`config.mk`:
```
export PLATFORM = sky130hd
export DESIGN_NAME = modaddr_gen
export DESIGN_NICKNAME = d
export VERILOG_FILES = /design/src/rtl/modaddr_pkg.sv /design/src/rtl/modaddr_len_decode.sv /design/src/rtl/modaddr_disp_step.sv /design/src/rtl/modaddr_ea_sum.sv /design/src/rtl/modaddr_gen.sv
export SDC_FILE = /design/constraint.sdc
export NUM_CORES = 1
export LEC_CHECK = 0
export CORE_ASPECT_RATIO = 2
export CORE_MARGIN = 3
export CORE_UTILIZATION = 53
export DETAILED_ROUTE_END_ITERATION = 7
export PLACE_DENSITY = 0.88
export SETUP_SLACK_MARGIN = 0.3
export SYNTH_ARGS = -nofsm -noshare
export SYNTH_HDL_FRONTEND = slang
export SYNTH_SLANG_ARGS = --single-unit
```
`constraint.sdc`:
```
create_clock -name vclk -period 9.2
set_input_delay 0.92 -clock vclk [all_inputs]
set_output_delay 0.92 -clock vclk [all_outputs]
set_load 0.1 [all_outputs]
```
`src/rtl/modaddr_pkg.sv`:
```
package modaddr_pkg;

    typedef enum logic [1:0] {
        AM_DIRECT     = 2'd0,
        AM_DIRECT_IMM = 2'd1,
        AM_PREDEC     = 2'd2,
        AM_POSTINC    = 2'd3
    } am_mode_e;

    typedef struct packed {
        logic is_pre;
        logic is_post;
        logic add_imm;
    } upd_ctl_t;

    localparam int STEP_W = 3;

    function automatic upd_ctl_t decode_mode(input am_mode_e m);
        upd_ctl_t c;
        c.is_pre  = (m == AM_PREDEC);
        c.is_post = (m == AM_POSTINC);
        c.add_imm = (m == AM_DIRECT_IMM);
        return c;
    endfunction

    function automatic logic [STEP_W-1:0] step_bytes(input logic [1:0] sel);
        case (sel)
            2'd0:    return 3'd1;
            2'd1:    return 3'd2;
            default: return 3'd4;
        endcase
    endfunction

endpackage

```
`src/rtl/modaddr_len_decode.sv`:
```
module modaddr_len_decode #(
    parameter int LEN_W  = 5,
    parameter int DISP_W = 27
) (
    input  logic [LEN_W-1:0]  code_i,
    output logic [DISP_W-1:0] mask_o
);
    localparam int N_W = $clog2(DISP_W + 1) + 1;

    logic [N_W-1:0] n_eff;

    always_comb begin
        if (code_i == '0 || int'(code_i) > DISP_W)
            n_eff = N_W'(DISP_W);
        else
            n_eff = N_W'(code_i);
    end

    for (genvar i = 0; i < DISP_W; i++) begin : g_mask
        assign mask_o[i] = (int'(n_eff) > i);
    end
endmodule

```
`src/rtl/modaddr_disp_step.sv`:
```
module modaddr_disp_step
    import modaddr_pkg::*;
#(
    parameter int DISP_W = 27
) (
    input  logic [DISP_W-1:0] off_i,
    input  logic [DISP_W-1:0] mask_i,
    input  logic [STEP_W-1:0] step_i,
    input  upd_ctl_t          ctl_i,
    output logic [DISP_W-1:0] off_o
);
    logic [DISP_W-1:0] step_ext;
    logic [DISP_W-1:0] moved;

    assign step_ext = {{(DISP_W-STEP_W){1'b0}}, step_i};
    assign moved    = ctl_i.is_post ? (off_i + step_ext) : (off_i - step_ext);

    always_comb begin
        if (ctl_i.is_pre || ctl_i.is_post)
            off_o = (off_i & ~mask_i) | (moved & mask_i);
        else
            off_o = off_i;
    end
endmodule

```
`src/rtl/modaddr_ea_sum.sv`:
```
module modaddr_ea_sum #(
    parameter int ADDR_W     = 32,
    parameter int DISP_W     = 27,
    parameter int IMM_W      = 8,
    parameter bit IMM_SIGNED = 1'b0
) (
    input  logic [ADDR_W-1:0] base_i,
    input  logic [DISP_W-1:0] off_i,
    input  logic [IMM_W-1:0]  imm_i,
    input  logic              add_imm_i,
    output logic [ADDR_W-1:0] ea_o
);
    logic [ADDR_W-1:0] off_ext;
    logic [ADDR_W-1:0] imm_ext;

    assign off_ext = {{(ADDR_W-DISP_W){1'b0}}, off_i};

    if (IMM_SIGNED) begin : g_imm_sx
        assign imm_ext = add_imm_i ? {{(ADDR_W-IMM_W){imm_i[IMM_W-1]}}, imm_i} : '0;
    end else begin : g_imm_zx
        assign imm_ext = add_imm_i ? {{(ADDR_W-IMM_W){1'b0}}, imm_i} : '0;
    end

    assign ea_o = base_i + off_ext + imm_ext;
endmodule

```
`src/rtl/modaddr_gen.sv`:
```
module modaddr_gen
    import modaddr_pkg::*;
#(
    parameter int ADDR_W     = 32,
    parameter int LEN_W      = 5,
    parameter int IMM_W      = 8,
    parameter bit IMM_SIGNED = 1'b0
) (
    input  logic [ADDR_W-1:0] base_i,
    input  logic [ADDR_W-1:0] disp_i,
    input  logic [1:0]        mode_i,
    input  logic [IMM_W-1:0]  imm_i,
    input  logic [1:0]        step_i,
    output logic [ADDR_W-1:0] ea_o,
    output logic [ADDR_W-1:0] disp_o
);
    localparam int DISP_W = ADDR_W - LEN_W;

    logic [LEN_W-1:0]  len_code;
    logic [DISP_W-1:0] off_cur;
    logic [DISP_W-1:0] off_new;
    logic [DISP_W-1:0] off_use;
    logic [DISP_W-1:0] wrap_mask;
    logic [STEP_W-1:0] step_amt;
    upd_ctl_t          ctl;

    assign len_code = disp_i[ADDR_W-1 -: LEN_W];
    assign off_cur  = disp_i[DISP_W-1:0];
    assign ctl      = decode_mode(am_mode_e'(mode_i));
    assign step_amt = step_bytes(step_i);

    modaddr_len_decode #(
        .LEN_W  (LEN_W),
        .DISP_W (DISP_W)
    ) u_len (
        .code_i (len_code),
        .mask_o (wrap_mask)
    );

    modaddr_disp_step #(
        .DISP_W (DISP_W)
    ) u_step (
        .off_i  (off_cur),
        .mask_i (wrap_mask),
        .step_i (step_amt),
        .ctl_i  (ctl),
        .off_o  (off_new)
    );

    assign off_use = ctl.is_pre ? off_new : off_cur;

    modaddr_ea_sum #(
        .ADDR_W     (ADDR_W),
        .DISP_W     (DISP_W),
        .IMM_W      (IMM_W),
        .IMM_SIGNED (IMM_SIGNED)
    ) u_sum (
        .base_i    (base_i),
        .off_i     (off_use),
        .imm_i     (imm_i),
        .add_imm_i (ctl.add_imm),
        .ea_o      (ea_o)
    );

    assign disp_o = {len_code, off_new};
endmodule

```
Word-level counts from Yosys, hierarchy flattened
Cells that the tools add are included.

Logic and storage cells: 50. Output and inout port bits: 64. Input bits: 76. Register bits: 0.

Reduce and logical (&&, ||, !) cells: 4. Bitwise logic cells: 4. $lt $le $gt $ge: 28. Multiplexer cells: 6. Add/sub/neg operators: 4. Eq/ne operators: 4.

Operators by type and width (number): $mux W27 (3); $gt A5 B5 Y1 const B (12); $and A27 B27 Y27 (2); $gt A5 B4 Y1 const B (8); $add A32 B27 Y32 (1); $add A32 B32 Y32 (1); $add A27 B3 Y27 (1); $not A27 Y27 (1); $or A27 B27 Y27 (1); $sub A27 B3 Y27 (1); $gt A5 B3 Y1 const B (4); $gt A5 B1 Y1 const B (2); $gt A5 B2 Y1 const B (2); $mux W8 (1); $pmux W3 S2 (1); $logic_not A5 Y1 (1); $mux W5 (1); $eq A2 B1 Y1 const B (2); $eq A2 B2 Y1 const B (2); $logic_not A2 Y1 (1); $logic_or A1 B1 Y1 (2).

Depth between registers and ports, before layout
Gate-level depths: netlist of the first run.

Word-level depth: 11. Depth in mapped cells: 23. Mapped depth without buffers: 20.

Cells and area by module
From an unflattened synthesis of the first run, not the netlist that was laid out.

Cells, all modules: 657. Area, all modules: 4954.8 um2.

Modules (own cells, without submodules): modaddr_ea_sum (area an instance 2194.6 um2, times used 1, cells an instance 273, sequential area each 0.0 um2); modaddr_disp_step (area an instance 1916.8 um2, times used 1, cells an instance 282, sequential area each 0.0 um2); modaddr_gen (area an instance 508.0 um2, times used 1, cells an instance 41, sequential area each 0.0 um2); modaddr_len_decode (area an instance 335.3 um2, times used 1, cells an instance 61, sequential area each 0.0 um2).

Worst setup path after synthesis of the first run
Ideal clock, no wire load.

Path kind: input to output. From: input port mode_i[1]. To: output port ea_o[29]. Path buffers: 2. Cell stages on the path: 21. Required time: 8.280 ns. Slack: -2.247 ns. Arrival: 10.527 ns. Cell sequence: clkbuf_1 clkbuf_1 nand2_1 or2_2 ha_1 a21o_1 nand4_1 a21boi_0 nor3_1 o41ai_1 nand2_1 nand2_1 ha_1 ha_1 a21oi_1 o21ai_0 a21oi_1 and2_1 a41oi_2 o21a_1 o311ai_1.

Longest elaborated chain between the ends: 8. Elaborated cells on any way between the ends: 12. Classes of those cells: add/sub (2); eq/ne (3); mux (4); bitwise (2); reduce/logical (1).

RTL lines: from (decl) (line modaddr_gen.sv:11) `input logic [1:0] mode_i,`; $eq A2 B2 Y1 (line modaddr_pkg.sv:21) `c.is_post = (m == AM_POSTINC);`; $mux W27 (line modaddr_disp_step.sv:16) `assign moved = ctl_i.is_post ? (off_i + step_ext) : (off_i - step_ext);`; $and A27 B27 Y27 (line modaddr_disp_step.sv:20) `off_o = (off_i & ~mask_i) | (moved & mask_i);`; $or A27 B27 Y27 (line modaddr_disp_step.sv:20); $mux W27 * (line modaddr_disp_step.sv:19) `if (ctl_i.is_pre || ctl_i.is_post)`; net disp_o[10] (line modaddr_gen.sv:15) `output logic [ADDR_W-1:0] disp_o`; $mux W27 * (line modaddr_gen.sv:50) `assign off_use = ctl.is_pre ? off_new : off_cur;`; $add A32 B27 Y32 * (line modaddr_ea_sum.sv:24) `assign ea_o = base_i + off_ext + imm_ext;`; $add A32 B32 Y32 * (line modaddr_ea_sum.sv:24); to (decl) (line modaddr_gen.sv:14) `output logic [ADDR_W-1:0] ea_o,`.

Mark *: on every way through the listed nets, which the timed path passes. The rest lies on a longest branch.

Worst setup path in the final report of the first run
From: input port mode_i[1]. To: output port ea_o[28].

Longest elaborated chain between the ends: 8. Elaborated cells on any way between the ends: 12. Classes of those cells: add/sub (2); eq/ne (3); mux (4); bitwise (2); reduce/logical (1).

RTL lines (line): $eq A2 B2 Y1 (modaddr_pkg.sv:21); $mux W27 (modaddr_disp_step.sv:16); $and A27 B27 Y27 (modaddr_disp_step.sv:20); $or A27 B27 Y27 (modaddr_disp_step.sv:20); $mux W27 (modaddr_disp_step.sv:19); $mux W27 (modaddr_gen.sv:50); $add A32 B27 Y32 (modaddr_ea_sum.sv:24); $add A32 B32 Y32 * (modaddr_ea_sum.sv:24).

Mark *: on every way between the ends. The rest lies on a longest branch, timed or not.

==> results of run 1 <==
==> placed cells by master, fill, tap and decap left out, types with 3 or more instances in the layout <==
cell / synthesis / routed
clkdlybuf4s50_1: 0 / 114
nand2_1: 73 / 73
ha_1: 72 / 72
a21oi_1: 51 / 51
nor2_1: 46 / 46
a21o_1: 38 / 38
mux2_2: 32 / 32
xnor2_1: 33 / 31
o21ai_0: 33 / 31
inv_1: 30 / 30
buf_4: 5 / 29
and2_1: 15 / 15
o21a_1: 14 / 14
o21ai_1: 12 / 12
a31oi_1: 12 / 12
xor2_1: 11 / 11
nand3_1: 11 / 11
and3_1: 11 / 11
nor3_1: 10 / 10
fa_1: 10 / 10
nor2b_1: 9 / 9
nand4_1: 8 / 8
mux2i_1: 7 / 7
nand2b_1: 6 / 6
o21bai_1: 6 / 6
o211ai_1: 6 / 6
o31ai_1: 6 / 5
a211oi_1: 5 / 5
a211oi_2: 5 / 5
a211o_1: 4 / 4
a21boi_0: 3 / 3
a311oi_1: 3 / 3
o2111a_1: 3 / 3
o21ai_2: 1 / 3
a21boi_1: 3 / 3
o41ai_1: 4 / 3
==> final timing paths <==
kind / start / end / slack, ps / cells past startpoint
setup / recovery: mode_i[1] / ea_o[28] / 1080 / 23
hold / removal: base_i[31] / ea_o[31] / 2720 / 4
==> metrics by stage <==
step	cells	power, mW	hold WS (ps)	setup slack, ps	util [%]
finish	878	1.07	2720	1080	71.0
global placement	878	1.05	2680	1430	71.0
CTS	878	1.07	2710	1180	71.0
detailed placement	878	1.06	2710	1220	71.0
floorplan	667	0.830	2050	332	-
global route	878	1.12	2750	829	71.0
==> metal layers <==
layer	wire [um]	part of all wire, %
met1	5500	32
met2	9560	56
met3	917	5.3
met4	1220	7.1
met5	0	0
==> layout make-up <==
type | instances | area (um^2) | share of cell area (%)
Multi-Input combinational cell | 605 | 4630 | 74.4
Inverter | 30 | 113 | 1.81
Timing Repair Buffer | 143 | 1360 | 21.8
Tap cell | 100 | 125 | 2.01
==> critical path, cell delays in order <==
cell and delay (ps):
clkdlybuf4s50_1 470, buf_4 270, nand2_1 420, buf_4 350
nor2_1 100, nor2_1 70, ha_1 300, a211oi_1 360
o21bai_1 200, a21oi_1 230, xnor2_1 90, mux2_2 280
nand2_1 70, nand2_1 100, fa_1 470, ha_1 350
o21ai_0 490, nor2_1 140, a311o_1 420, a211oi_2 420
o31ai_1 160, xor2_1 190, buf_4 320
==> logic make-up after synthesis <==
| logic type | Yosys count | share of synthesized area [%] |
|---|---|---|
| AOI/OAI and AO/OA | 232 | 33.8 |
| and+or+nand+nor | 208 | 21.2 |
| adders and majority gates | 82 | 22.8 |
| buffers and inverters | 62 | 5.29 |
| xor gates and xnor gates | 44 | 7.99 |
| muxes | 39 | 8.93 |
==> power by group <==
part | internal (mW) | switching, mW
Sequential | 0 | 0
Combinational | 0.291 | 0.779
Clock | 0 | 0
==> impl_results.md, run 1 <==
* Seq cells at 0
* Syn_nets at 825
* DRC viols at 0
* Worst-Margin Slew at 1010 ps
* Register area at 0 um^2
* Finished Cell Area at 0.00622 mm^2
* Post-route ant nets at 0
* Sum of negative setup slack at 0 ps
* Slew Limit Fails at 0
* Effective utilization at floorplan at 55.0%
* Site Rows at 48
* Final Cycle Share at 88.3%
* Worst Path Max Fanout at 30
* Die X at 73.4 um
* Nets at 938
* DR WL/cell at 19.6 um
* Placer Congestion at 0.914
* # setup viols final at 0
* Vias in the first global route at 5688
* Vias/cell at 6.39
* Synthesized cell area at 0.00482 mm^2
* Synth Instances at 667
* Most common cell in the netlist: nand2_1
* Iter 0 DRT Violations at 399
* CTS Hold Bufs at 0
* VDD IR max at 0.169 mV
* LEAKAGE at 2.82 nW
* Synth top area share at 18.7%
* Boundary pin count at 140
* Met1 usage at 27.6%
* Status: finished clean
* Fill cells at 744
* Synth area leaders: ha_1, mux2_2, xnor2_1
* Share of cells above drive strength 1 at 11.7%
* Gr ovfl total at 0
* Max Freq at 123 MHz
* CP arrival at 7200 ps
* M3 GR Usage at 3.57%
* Area leader, netlist: ha_1
* Port buffer count at 140
* Synthesized area per cell at 7.23 um^2
* Die Span Y at 141 um
* Post-synthesis sequential area ratio at 0%
* Library cells used by synthesis at 71
* Layout area overhead at 29.1%
* Max-Cap Viols at 0
* Hold Path Class: in2out
* Crit start category: input port
* Slew HR at 32.1%
* Top cells by count, synth: nand2_1, ha_1, a21oi_1
* Crit end category: output port
* Total track usage at 31.7%
* RSZ-0062 raised after global routing: false
* WP data required at 8280 ps
* Final hold vios at 0
* Antenna cell count at 0
* Detailed-placement wirelength estimate at 14600 um
* Grt met2 use at 63.7%
* CORE AREA at 0.00877 mm^2
* Resized Gates After CTS at 0
* Yosys warns at 0
* Pwr Density at 172 mW/mm^2
* Pin count of the biggest net entering global routing at 31
* Routed vias at 5610
* # Post-CTS Setup Buffers at 0
* Die outline area at 0.0103 mm^2
* Initial antenna violation count at 0
* Clock buf count at 0
* Drt total wl at 17200 um
* DR pass1 iterations at 5
* Crit Path Class: in2out
* First-pass GRT wire length at 26500 um
* Area after DPL at 0.00622 mm^2
* Fin crit period at 8120 ps
* Top Usage Layer GRT: met2
(Power assumes the default switching activity.)
==> run 2, diff against run 1 <==
PLACE_DENSITY = 0.86   (was 0.88)
==> run 2 against run 1 <==
Effect of this change:
- wire length up 0.66%
- non-clock buffer count unchanged
- critical path depth down 2
- count of clock-buffer cells in the layout unchanged
- die area unchanged
- sequential cell count unchanged
- cell area unchanged
- via count about the same
- largest cell class unchanged
==> impl_results.md, run 2 (same netlist as run 1, synthesis figures left out) <==
* Fin crit period at 7950 ps
* RSZ-0062 raised after global routing: false
* Most frequent cells in the layout: clkdlybuf4s50_1, nand2_1, ha_1, a21oi_1, nor2_1
* Clock buf count at 0
* Seq cells at 0
* Die Span Y at 141 um
* Final Cycle Share at 86.4%
* Sum of negative setup slack at 0 ps
* Worst-Margin Slew at 997 ps
* Resized Gates After CTS at 0
* Register area at 0 um^2
* Crit end category: output port
* Share of cells above drive strength 1 at 11.7%
* Boundary pin count at 140
* Drt total wl at 17300 um
* DRC viols at 0
* Hold Path Class: in2out
* Pwr Density at 172 mW/mm^2
* Total track usage at 32.1%
* LEAKAGE at 2.82 nW
* Placer Congestion at 0.974
* Commonest non-fill, non-tap cell in the layout: clkdlybuf4s50_1
* Placed cells at 878
* Max Freq at 126 MHz
* Nets at 938
* Detailed-placement wirelength estimate at 14600 um
* # Post-CTS Setup Buffers at 0
* Layout area overhead at 29.1%
* Post-route ant nets at 0
* CP arrival at 7030 ps
* Final hold vios at 0
* Pin count of the biggest net entering global routing at 31
* Routed vias at 5611
* DR pass1 iterations at 5
* Slew Limit Fails at 0
* CORE AREA at 0.00877 mm^2
* Crit Path Class: in2out
* Gr ovfl total at 0
* Site Rows at 48
* Final std cells w/o fill at 878
* CTS Hold Bufs at 0
* DR WL/cell at 19.7 um
* Crit start category: input port
* Vias/cell at 6.39
* First-pass GRT wire length at 26900 um
* Worst Path Max Fanout at 30
* Vias in the first global route at 5706
* Die outline area at 0.0103 mm^2
* Fill cells at 753
* Antenna cell count at 0
* VDD IR max at 0.166 mV
* # setup viols final at 0
* Port buffer count at 140
* Die X at 73.4 um
* Effective utilization at floorplan at 55.0%
* Iter 0 DRT Violations at 326
* WP data required at 8280 ps
* Status: finished clean
* Max-Cap Viols at 0
* Initial antenna violation count at 0
* Slew HR at 33.3%
run 2: cell counts in the layout (fill, tap and decap cells not counted):
No cell type changed its count.
run 2: area by class of cell:
cell class	instances	area, um^2	area share, %
timing repair buffer	143	1360	21.8
multi-input combinational	605	4630	74.4
inverter	30	113	1.81
tap	100	125	2.01
run 2: worst paths after layout:
path | end | start | cells past startpoint | slack (ps)
max | ea_o[28] | mode_i[1] | 21 | 1250
min | ea_o[31] | base_i[31] | 4 | 2720
run 2: per-stage QoR:
step / instance area [um^2] / power, mW / worst slack (ps) / utilization (%) / hold slack (ps)
floorplan: 4880 / 0.830 / 332 / - / 2050
global placement: 6220 / 1.05 / 1570 / 71.0 / 2690
detailed placement: 6220 / 1.06 / 1350 / 71.0 / 2710
CTS: 6220 / 1.07 / 1320 / 71.0 / 2720
global route: 6220 / 1.12 / 898 / 71.0 / 2770
finish: 6220 / 1.07 / 1250 / 71.0 / 2720
run 2: layer usage:
metal | GRT usage (%) | routed length, um
met1 | 28.7 | 5660
met2 | 64.7 | 9710
met3 | 3.21 | 774
met4 | 17.8 | 1160
met5 | 0 | 0
run 2: where the power goes:
group / leakage, nW / internal [mW] / switching [mW]
clock network: 0 / 0 / 0
registers: 0 / 0 / 0
logic: 2.82 / 0.291 / 0.778
total: 2.82 / 0.291 / 0.778
run 2: worst max-delay path: stages:
cell             delay [ps]
clkdlybuf4s50_1         450
buf_4                   260
nand2_1                 470
or2_2                   460
ha_1                    360
o21ai_1                 100
o21bai_1                290
a21oi_1                 130
xnor2_1                 140
mux2_2                  290
nand2_1                  70
nand2_1                  90
fa_1                    480
ha_1                    360
o21ai_0                 490
nor2_1                  140
a311o_1                 410
a211oi_2                410
o31ai_1                 170
xor2_1                  180
buf_4                   320
==> run 3, diff against run 2 <==
ABC_AREA = 0   (was default)
CORE_MARGIN = default   (was 3)
GPL_ROUTABILITY_DRIVEN = 0   (was default)
==> run 3 against run 2 <==
Effect of this change:
- utilization increased by 0.49 points
- global-route usage increased by 1.2 points
- via count increased by 1.5%
- setup slack improved by 220 ps
- sequential cell count unchanged
- cell area unchanged
- die area decreased by 8.1%
- highest routed layer unchanged
- first-iteration DRC count increased by 12%
- worst hold slack got worse by 17 ps
- combinational power about the same
- power decreased by 0.34%
==> impl_results.md, run 3 (same netlist as run 1, synthesis figures left out) <==
* Pwr Density at 171 mW/mm^2
* Gr ovfl total at 0
* Boundary pin count at 140
* Clock buf count at 0
* Most frequent cells in the layout: clkdlybuf4s50_1, nand2_1, ha_1, a21oi_1, nor2_1
* Worst-Margin Slew at 1000 ps
* DR WL/cell at 18.7 um
* Max Freq at 129 MHz
* DRC viols at 0
* Detailed-placement wirelength estimate at 14000 um
* CP Buf/Inv Count at 4
* Site Rows at 48
* Max-Cap Viols at 0
* Slowest cell on crit path: clkdlybuf4s50_1
* Fin crit period at 7730 ps
* Share of cells above drive strength 1 at 11.7%
* Hold path endpoint: ea_o[31]
* LEAKAGE at 2.82 nW
* CTS Hold Bufs at 0
* Register area at 0 um^2
* Effective utilization at floorplan at 55.4%
* Seq cells at 0
* Sum of negative setup slack at 0 ps
* Worst Path Max Fanout at 30
* Hold Path Class: in2out
* # setup viols final at 0
* Area after DPL at 0.00622 mm^2
* Vias/cell at 6.49
* Post-route ant nets at 0
* Vias in the first global route at 5864
* Place WS at 1550 ps
* Drt total wl at 16400 um
* Worst hold start: base_i[31]
* CP delay by family, top: compound AO/OA/AOI/OAI gates
* Iter 0 DRT Violations at 364
* Initial antenna violation count at 0
* Pwr Total at 1.07 mW
* Status: finished clean
* Min Hold Slack at 2700 ps
* Finished Cell Area at 0.00622 mm^2
* Slew Limit Fails at 0
* Crit start category: input port
* Routed vias at 5694
* Total track usage at 33.3%
* Crit end category: output port
* Nets at 938
* Antenna cell count at 0
* Worst path cell trace: clkdlybuf4s50_1 > buf_4 > nand2_1 > buf_4 > ha_1 > a21oi_1 > o21ai_1 > a31oi_1 > nand2_1 > a31oi_1 > xnor2_1 > mux2_2 > ha_1 > ha_1 > a211o_1 > a21oi_1 > nor3b_1 > a22o_1 > a211oi_2 > o31ai_1 > xor2_1 > buf_4
* CORE AREA at 0.00871 mm^2
* Layout area overhead at 29.1%
* WP data required at 8280 ps
* Final hold vios at 0
* CP peak stage delay at 470 ps
* CP arrival at 6810 ps
* RSZ-0062 raised after global routing: false
* Die outline area at 0.00951 mm^2
* Die X at 69.4 um
* First-pass GRT wire length at 26100 um
* # Post-CTS Setup Buffers at 0
* Port buffer count at 140
* Resized Gates After CTS at 0
* Hold Path Stages at 4
* Commonest non-fill, non-tap cell in the layout: clkdlybuf4s50_1
* VDD IR max at 0.193 mV
* Pin count of the biggest net entering global routing at 31
* Die Span Y at 137 um
* PnR worst setup slack at 1470 ps
* Crit Path Class: in2out
* DR pass1 iterations at 5
* Fill cells at 719
* Final Cycle Share at 84.1%
* Slew HR at 33.1%
[run 3: cell counts in the layout (fill, tap and decap cells not counted)]
Identical to the previous run, type by type.
[run 3: routing by layer]
metal	up-vias	global-route usage, %	part of all wire (%)	wire length (um)
li1	2711	-	-	-
met1	2610	28.8	32	5180
met2	271	66.9	55	9090
met3	102	3.46	4.6	763
met4	0	27.1	8.4	1380
met5	-	0	0	0
[run 3: tightest hold or removal path, delay by kind of cell]
family	cells	cell delay (ps)
buf+inv	3	750
compound gates	1	110
[run 3: how the worst max path moves through the flow]
stage	slack (ps)	to	start	depth (start not counted)
CTS	1530	ea_o[28]	mode_i[1]	21
detailed placement	1550	ea_o[28]	mode_i[1]	21
global placement	1710	ea_o[27]	mode_i[1]	22
global route	1040	ea_o[24]	mode_i[1]	22
finish	1470	ea_o[28]	mode_i[1]	22
floorplan	330	ea_o[19]	mode_i[1]	19
[run 3: power by group]
group	switching (mW)	internal, mW
clock	0	0
combinational	0.775	0.291
sequential	0	0
[run 3: final cells by class]
type | instances | area (um^2) | area share, %
Timing Repair Buffer | 143 | 1360 | 21.8
Inverter | 30 | 113 | 1.81
Multi-Input combinational cell | 605 | 4630 | 74.4
Tap cell | 100 | 125 | 2.01
[run 3: metrics by stage]
| stage | cells | util, % |
|---|---|---|
| after floorplan | 667 | - |
| after global placement | 878 | 71.5 |
| after detailed placement | 878 | 71.5 |
| after CTS | 878 | 71.5 |
| after global routing | 878 | 71.5 |
| final | 878 | 71.5 |
